`src/rtl/dd_pkg.sv`:
```
package dd_pkg;
  localparam int OP_W = 3;

  typedef enum logic [2:0] {
    ACC_NONE,
    ACC_BOOT,
    ACC_DATA,
    ACC_REG_BLK,
    ACC_REG_SEL
  } acc_e;

  typedef enum logic [OP_W-1:0] {
    OP_LOAD     = 3'd0,
    OP_PROG     = 3'd1,
    OP_ERASE    = 3'd2,
    OP_DR_PROG  = 3'd3,
    OP_DR_CACHE = 3'd4
  } op_e;

  function automatic logic is_dual_rate(input logic [OP_W-1:0] op);
    return (op == OP_DR_PROG) || (op == OP_DR_CACHE);
  endfunction
endpackage

```
`src/rtl/dd_addr_dec.sv`:
```
module dd_addr_dec
  import dd_pkg::*;
#(
  parameter int unsigned AW         = 16,
  parameter int unsigned BOOT_BASE  = 32'h0000,
  parameter int unsigned BOOT_WORDS = 512,
  parameter int unsigned DATA_BASE  = 32'h0200,
  parameter int unsigned DATA_WORDS = 2048,
  parameter int unsigned REG_BLK    = 32'hF100,
  parameter int unsigned REG_SEL    = 32'hF101
) (
  input  logic [AW-1:0] addr_i,
  output acc_e          acc_o
);
  logic [31:0] addr_w;
  logic        in_boot, in_data;

  assign addr_w  = 32'(addr_i);
  // modular offset keeps a zero base free of constant compares
  assign in_boot = (addr_w - BOOT_BASE) < BOOT_WORDS;
  assign in_data = (addr_w - DATA_BASE) < DATA_WORDS;

  always_comb begin
    if (addr_w == REG_BLK)      acc_o = ACC_REG_BLK;
    else if (addr_w == REG_SEL) acc_o = ACC_REG_SEL;
    else if (in_boot)           acc_o = ACC_BOOT;
    else if (in_data)           acc_o = ACC_DATA;
    else                        acc_o = ACC_NONE;
  end
endmodule

```
`src/rtl/dd_rate_chk.sv`:
```
module dd_rate_chk
  import dd_pkg::*;
(
  input  logic            start_i,
  input  logic [OP_W-1:0] op_i,
  input  logic            blk_lsb_i,
  output logic            fault_o
);
  assign fault_o = start_i && is_dual_rate(op_i) && blk_lsb_i;
endmodule

```
`src/rtl/dd_die.sv`:
```
module dd_die
  import dd_pkg::*;
#(
  parameter int unsigned DW    = 16,
  parameter int unsigned BLK_W = 11
) (
  input  logic          clk_i,
  input  logic          rst_ni,
  input  logic          strap_i,
  input  acc_e          acc_i,
  input  logic          wr_i,
  input  logic          rd_i,
  input  logic          start_i,
  input  logic          hold_i,
  input  logic [DW-1:0] wdata_i,
  input  logic [DW-1:0] buf_rdata_i,
  output logic [DW-1:0] blk_o,
  output logic [DW-1:0] rdata_o,
  output logic          drv_o,
  output logic          buf_en_o,
  output logic          core_en_o
);
  localparam int unsigned RSV_W = DW - 1 - BLK_W;
  localparam logic [DW-1:0] BLK_KEEP = {1'b1, {RSV_W{1'b0}}, {BLK_W{1'b1}}};
  localparam logic [DW-1:0] SEL_KEEP = {1'b1, {(DW-1){1'b0}}};

  logic [DW-1:0] blk_q, sel_q, rdata_q, rd_val;
  logic          drv_q, drv_d, buf_hit, own_buf, own_core;

  assign own_buf  = sel_q[DW-1] == strap_i;
  assign own_core = blk_q[DW-1] == strap_i;

  always_comb begin
    unique case (acc_i)
      ACC_BOOT: buf_hit = !strap_i;
      ACC_DATA: buf_hit = own_buf;
      default:  buf_hit = 1'b0;
    endcase
  end

  assign drv_d = (rd_i && acc_i == ACC_BOOT) ? !strap_i : own_buf;

  always_comb begin
    unique case (acc_i)
      ACC_REG_BLK:        rd_val = blk_q;
      ACC_REG_SEL:        rd_val = sel_q;
      ACC_BOOT, ACC_DATA: rd_val = buf_rdata_i;
      default:            rd_val = '0;
    endcase
  end

  // register writes carry no strap check: both dies load
  always_ff @(posedge clk_i or negedge rst_ni) begin
    if (!rst_ni) begin
      blk_q <= '0;
      sel_q <= '0;
    end else if (wr_i) begin
      if (acc_i == ACC_REG_BLK) blk_q <= wdata_i & BLK_KEEP;
      if (acc_i == ACC_REG_SEL) sel_q <= wdata_i & SEL_KEEP;
    end
  end

  always_ff @(posedge clk_i or negedge rst_ni) begin
    if (!rst_ni) begin
      rdata_q <= '0;
      drv_q   <= !strap_i;
    end else begin
      rdata_q <= (rd_i && drv_d) ? rd_val : '0;
      drv_q   <= drv_d;
    end
  end

  assign blk_o     = blk_q;
  assign rdata_o   = rdata_q;
  assign drv_o     = drv_q;
  assign buf_en_o  = (rd_i || wr_i) && buf_hit;
  assign core_en_o = start_i && !hold_i && own_core;
endmodule

```
`src/rtl/dual_die_steer.sv`:
```
module dual_die_steer
  import dd_pkg::*;
#(
  parameter int unsigned AW         = 16,
  parameter int unsigned DW         = 16,
  parameter int unsigned BLK_W      = 11,
  parameter int unsigned BOOT_BASE  = 32'h0000,
  parameter int unsigned BOOT_WORDS = 512,
  parameter int unsigned DATA_BASE  = 32'h0200,
  parameter int unsigned DATA_WORDS = 2048,
  parameter int unsigned REG_BLK    = 32'hF100,
  parameter int unsigned REG_SEL    = 32'hF101
) (
  input  logic            clk_i,
  input  logic            rst_ni,
  input  logic [AW-1:0]   addr_i,
  input  logic [DW-1:0]   wdata_i,
  input  logic            wr_i,
  input  logic            rd_i,
  input  logic            start_i,
  input  logic [OP_W-1:0] op_i,
  input  logic [2*DW-1:0] buf_rdata_i,
  output logic [DW-1:0]   rdata_o,
  output logic [1:0]      drv_o,
  output logic [1:0]      buf_en_o,
  output logic [1:0]      core_en_o,
  output logic [BLK_W:0]  core_blk_o,
  output logic            fault_o
);
  localparam int unsigned NDIE = 2;

  acc_e          acc;
  logic          fault;
  logic [DW-1:0] die_blk   [NDIE];
  logic [DW-1:0] die_rdata [NDIE];

  dd_addr_dec #(
    .AW(AW), .BOOT_BASE(BOOT_BASE), .BOOT_WORDS(BOOT_WORDS),
    .DATA_BASE(DATA_BASE), .DATA_WORDS(DATA_WORDS),
    .REG_BLK(REG_BLK), .REG_SEL(REG_SEL)
  ) u_dec (
    .addr_i(addr_i),
    .acc_o (acc)
  );

  // both copies match, die 1 supplies the block number
  dd_rate_chk u_rate (
    .start_i  (start_i),
    .op_i     (op_i),
    .blk_lsb_i(die_blk[0][0]),
    .fault_o  (fault)
  );

  for (genvar d = 0; d < NDIE; d++) begin : g_die
    dd_die #(.DW(DW), .BLK_W(BLK_W)) u_die (
      .clk_i      (clk_i),
      .rst_ni     (rst_ni),
      .strap_i    (1'(d)),
      .acc_i      (acc),
      .wr_i       (wr_i),
      .rd_i       (rd_i),
      .start_i    (start_i),
      .hold_i     (fault),
      .wdata_i    (wdata_i),
      .buf_rdata_i(buf_rdata_i[d*DW +: DW]),
      .blk_o      (die_blk[d]),
      .rdata_o    (die_rdata[d]),
      .drv_o      (drv_o[d]),
      .buf_en_o   (buf_en_o[d]),
      .core_en_o  (core_en_o[d])
    );
  end

  always_comb begin
    rdata_o = '0;
    for (int d = 0; d < NDIE; d++) rdata_o |= die_rdata[d];
  end

  assign core_blk_o = {die_blk[0][DW-1], die_blk[0][BLK_W-1:0]};
  assign fault_o    = fault;
endmodule

```
`config.mk`:
```
export PLATFORM = sky130hd
export DESIGN_NAME = dual_die_steer
export DESIGN_NICKNAME = d
export VERILOG_FILES = /design/src/rtl/dd_pkg.sv /design/src/rtl/dd_addr_dec.sv /design/src/rtl/dd_rate_chk.sv /design/src/rtl/dd_die.sv /design/src/rtl/dual_die_steer.sv
export SDC_FILE = /design/constraint.sdc
export NUM_CORES = 1
export LEC_CHECK = 0
export BUFFER_PORTS_ARGS = -buffer_cell sky130_fd_sc_hd__buf_2
export CORE_MARGIN = 3
export CORE_UTILIZATION = 45
export DETAILED_ROUTE_END_ITERATION = 12
export GPL_ROUTABILITY_DRIVEN = 0
export HOLD_SLACK_MARGIN = 0.05
export PLACE_DENSITY = 0.8
export SLEW_MARGIN = 25
export SYNTH_ARGS = -nofsm -noshare
export SYNTH_HDL_FRONTEND = slang
export SYNTH_SLANG_ARGS = --single-unit
```
`constraint.sdc`:
```
create_clock -name clk_i -period 1.3 [get_ports clk_i]
set_input_delay 0 -clock clk_i [delete_from_list [all_inputs] [get_ports clk_i]]
set_output_delay 0 -clock clk_i [all_outputs]
set_load 0.05 [all_outputs]
```
==> reports/metrics.yaml <==
worst-setup-path-type: "register to primary output"
syn_nets: 268
grtUsageTotal_pct: 22.3
ys_async_sr_fraction_pct: 100
hold_viol_final: 0
sw_frac_of_total_pct: 21.3
io_buffers: 102
dp_cells: 350
p_total_uw: 3100
finClkSkew_ns: 0.00856
synth_ff_type: "dfrtp_1"
fin_cells: 405
htreeDepth: 2
wl_um: 6090
slew_headroom_pct: 65.6
grt_pass1_vias: 2055
cts_tree: "built"
status: "complete, no violations"
drtIter0Drc: 128
finalSetupViolCount: 0
ys_types: 30
drive_above_1_share_pct: 46.2
p_leak_uw: 0.00176
power_switching_uw: 659
clk_pin_slew_ns: 0.09
die_w_um: 74.6
post-route-util_pct: 75.8
finalCriticalPeriod_ns: 1.28
p_int_uw: 2440
core_um2: 4440
clk_latency_ns: 0.31
final_antenna_net_count: 0
fin_nets: 424
ys_seq_area_share_pct: 55.6
clock_sinks: 47
fp.dieH_um: 74.6
ir_worst_vdd_mv: 0.444
grt_remaining_overflow: 0
avgViaCountPerCell: 5.03
ys_warn_count: 0
powerDensity_nw_per_um2: 921
period_share_pct: 98.8
clkPwrFrac_pct: 41.1
grt_max_degree: 27
synth_edf_count: 0
rsz0062_at_grt: "true"
cp_max_fo: 2
root_buffer: "clkbuf_8"
synth.cell_area_um2: 2120
maxCapViolations: 0
worst_slew_pin_slew_ns: 0.517
syn2layout_area_growth_pct: 58.9
dpl_cell_area_um2: 2750
rows: 24
wl_per_cell_um: 15.0
die-area_um2: 5570
layout_common_cells: "98 x buf_2, 46 x dfrtp_1, 46 x dlygate4sd3_1"
final_common_cell: "buf_2"
io_pins: 107
syn_inst: 196
start_kind: "register"
firstDrtPassIters: 4
antenna_cells: 0
cp.arrival_ns: 1.28
fin_area_um2: 3370
hold_class: "input port to register"
antenna_found_initial: 0
pwr-share-seq_pct: 47.2
endpoint_kind: "primary output"
slew_viol_final: 0
clock_path_buffers: 2
avgSynthCellArea_um2: 10.8
hpwlAfterDp_um: 4120
fmax_mhz: 778
cts-buffers-inserted: 5
vias: 2036
synth_seq_cells: 47
grt_pass1_wl_um: 9310
start_util_pct: 47.7
critical_path_required_ns: 1.30
drc: 0
combPwrFrac_pct: 11.7
[area by class of cell]
class | count | area [µm²]
Fill cell | 318 | 1080
Inverter | 2 | 7.51
Clock inverter | 3 | 67.6
Tap cell | 52 | 65.1
Sequential cell | 47 | 1180
Clock buffer | 5 | 68.8
Multi-Input combinational cell | 133 | 833
Timing Repair Buffer | 163 | 1150
[cells in the mapped netlist (2+ instances only)]
master / instances / area share (%)
nor2_1: 8 / 1.4
nand3_1: 2 / 0.47
inv_1: 2 / 0.35
buf_2: 4 / 0.95
buf_4: 8 / 2.8
or2_2: 16 / 4.7
nor4_1: 3 / 0.89
o21ai_0: 6 / 1.4
and2_1: 8 / 2.4
nand2_1: 39 / 6.9
mux2_4: 10 / 7.1
a21oi_1: 25 / 5.9
dfrtp_1: 46 / 54
mux2_2: 3 / 1.6
[layer usage]
metal	up-vias	track usage [%]	routed length, µm
met5	-	0	0
met4	0	8.50	175
met3	18	3.60	372
met2	93	41.0	3320
met1	963	25.9	2220
li1	962	-	-
[registers in the layout, indices dropped and copies added (netlist names)]
signal	cells
g_die.u_die.blk_o	12
g_die.u_die.drv_o	2
g_die.u_die.rdata_o	32
g_die.u_die.sel_q	1
[what timing repair did]
item | in CTS | in global routing
hold buffers | 46 | 0
setup buffers | 0 | 1
endpoints found under the hold margin | 83 | 0
pin swaps | 1 | 0
resized for setup | 5 | 4
setup endpoints to repair | 2 | 4
[kinds of logic (layout without fill, tap and decap cells)]
| kind of cell | after synthesis | count (layout) | synth area share (%) |
|---|---|---|---|
| and+or+nand+nor | 86 | 86 | 21.9 |
| buffers and inverters | 16 | 173 | 5.26 |
| adders and majority gates | 1 | 1 | 0.473 |
| muxes | 13 | 13 | 8.68 |
| AOI/OAI and AO/OA | 33 | 33 | 8.09 |
| DFF | 47 | 47 | 55.6 |
[per-stage QoR]
stage	worst slack [ns]	hold WS, ns	TNS, ns
2_1_floorplan	-0.0889	-0.296	-0.889
3_3_place_gp	-0.201	-0.0132	-2.92
3_5_place_dp	-0.285	-0.00169	-4.78
4_1_cts	0.0181	0.0711	0
5_1_grt	-0.0204	0.0961	-0.0204
6_report	0.0154	0.0727	0
[power groups by stage]
| stage | logic (µW) | clock network, µW | registers (µW) |
|---|---|---|---|
| global route | 393 | 1340 | 1470 |
| floorplan | 67.4 | 0 | 1490 |
| detailed placement | 248 | 0 | 1490 |
| CTS | 357 | 1280 | 1460 |
| global placement | 241 | 0 | 1490 |
| finish | 362 | 1270 | 1460 |
[final timing paths]
path / start / end / slack [ns] / cells after the start
worst min register to register: g_die[0].u_die.blk_o[9] / g_die[0].u_die.blk_o[9] / 0.56 / 1
max in group asynchronous: rst_ni / g_die[0].u_die.blk_o[5] / 0.59 / 3
worst min-delay path: addr_i[0] / g_die[0].u_die.sel_q[15] / 0.07 / 3
worst max-delay path: g_die[0].u_die.sel_q[15] / buf_en_o[0] / 0.02 / 3
min in group asynchronous: rst_ni / g_die[1].u_die.rdata_o[4] / 0.19 / 2
worst max register to register: g_die[0].u_die.sel_q[15] / g_die[0].u_die.rdata_o[14] / 0.09 / 3
[worst max-delay path: stages, from the launching register on]
cell and delay, ns:
dfrtp_1 0.39, maj3_2 0.33, nor2_2 0.10, buf_6 0.17
(Power assumes the default switching activity.)
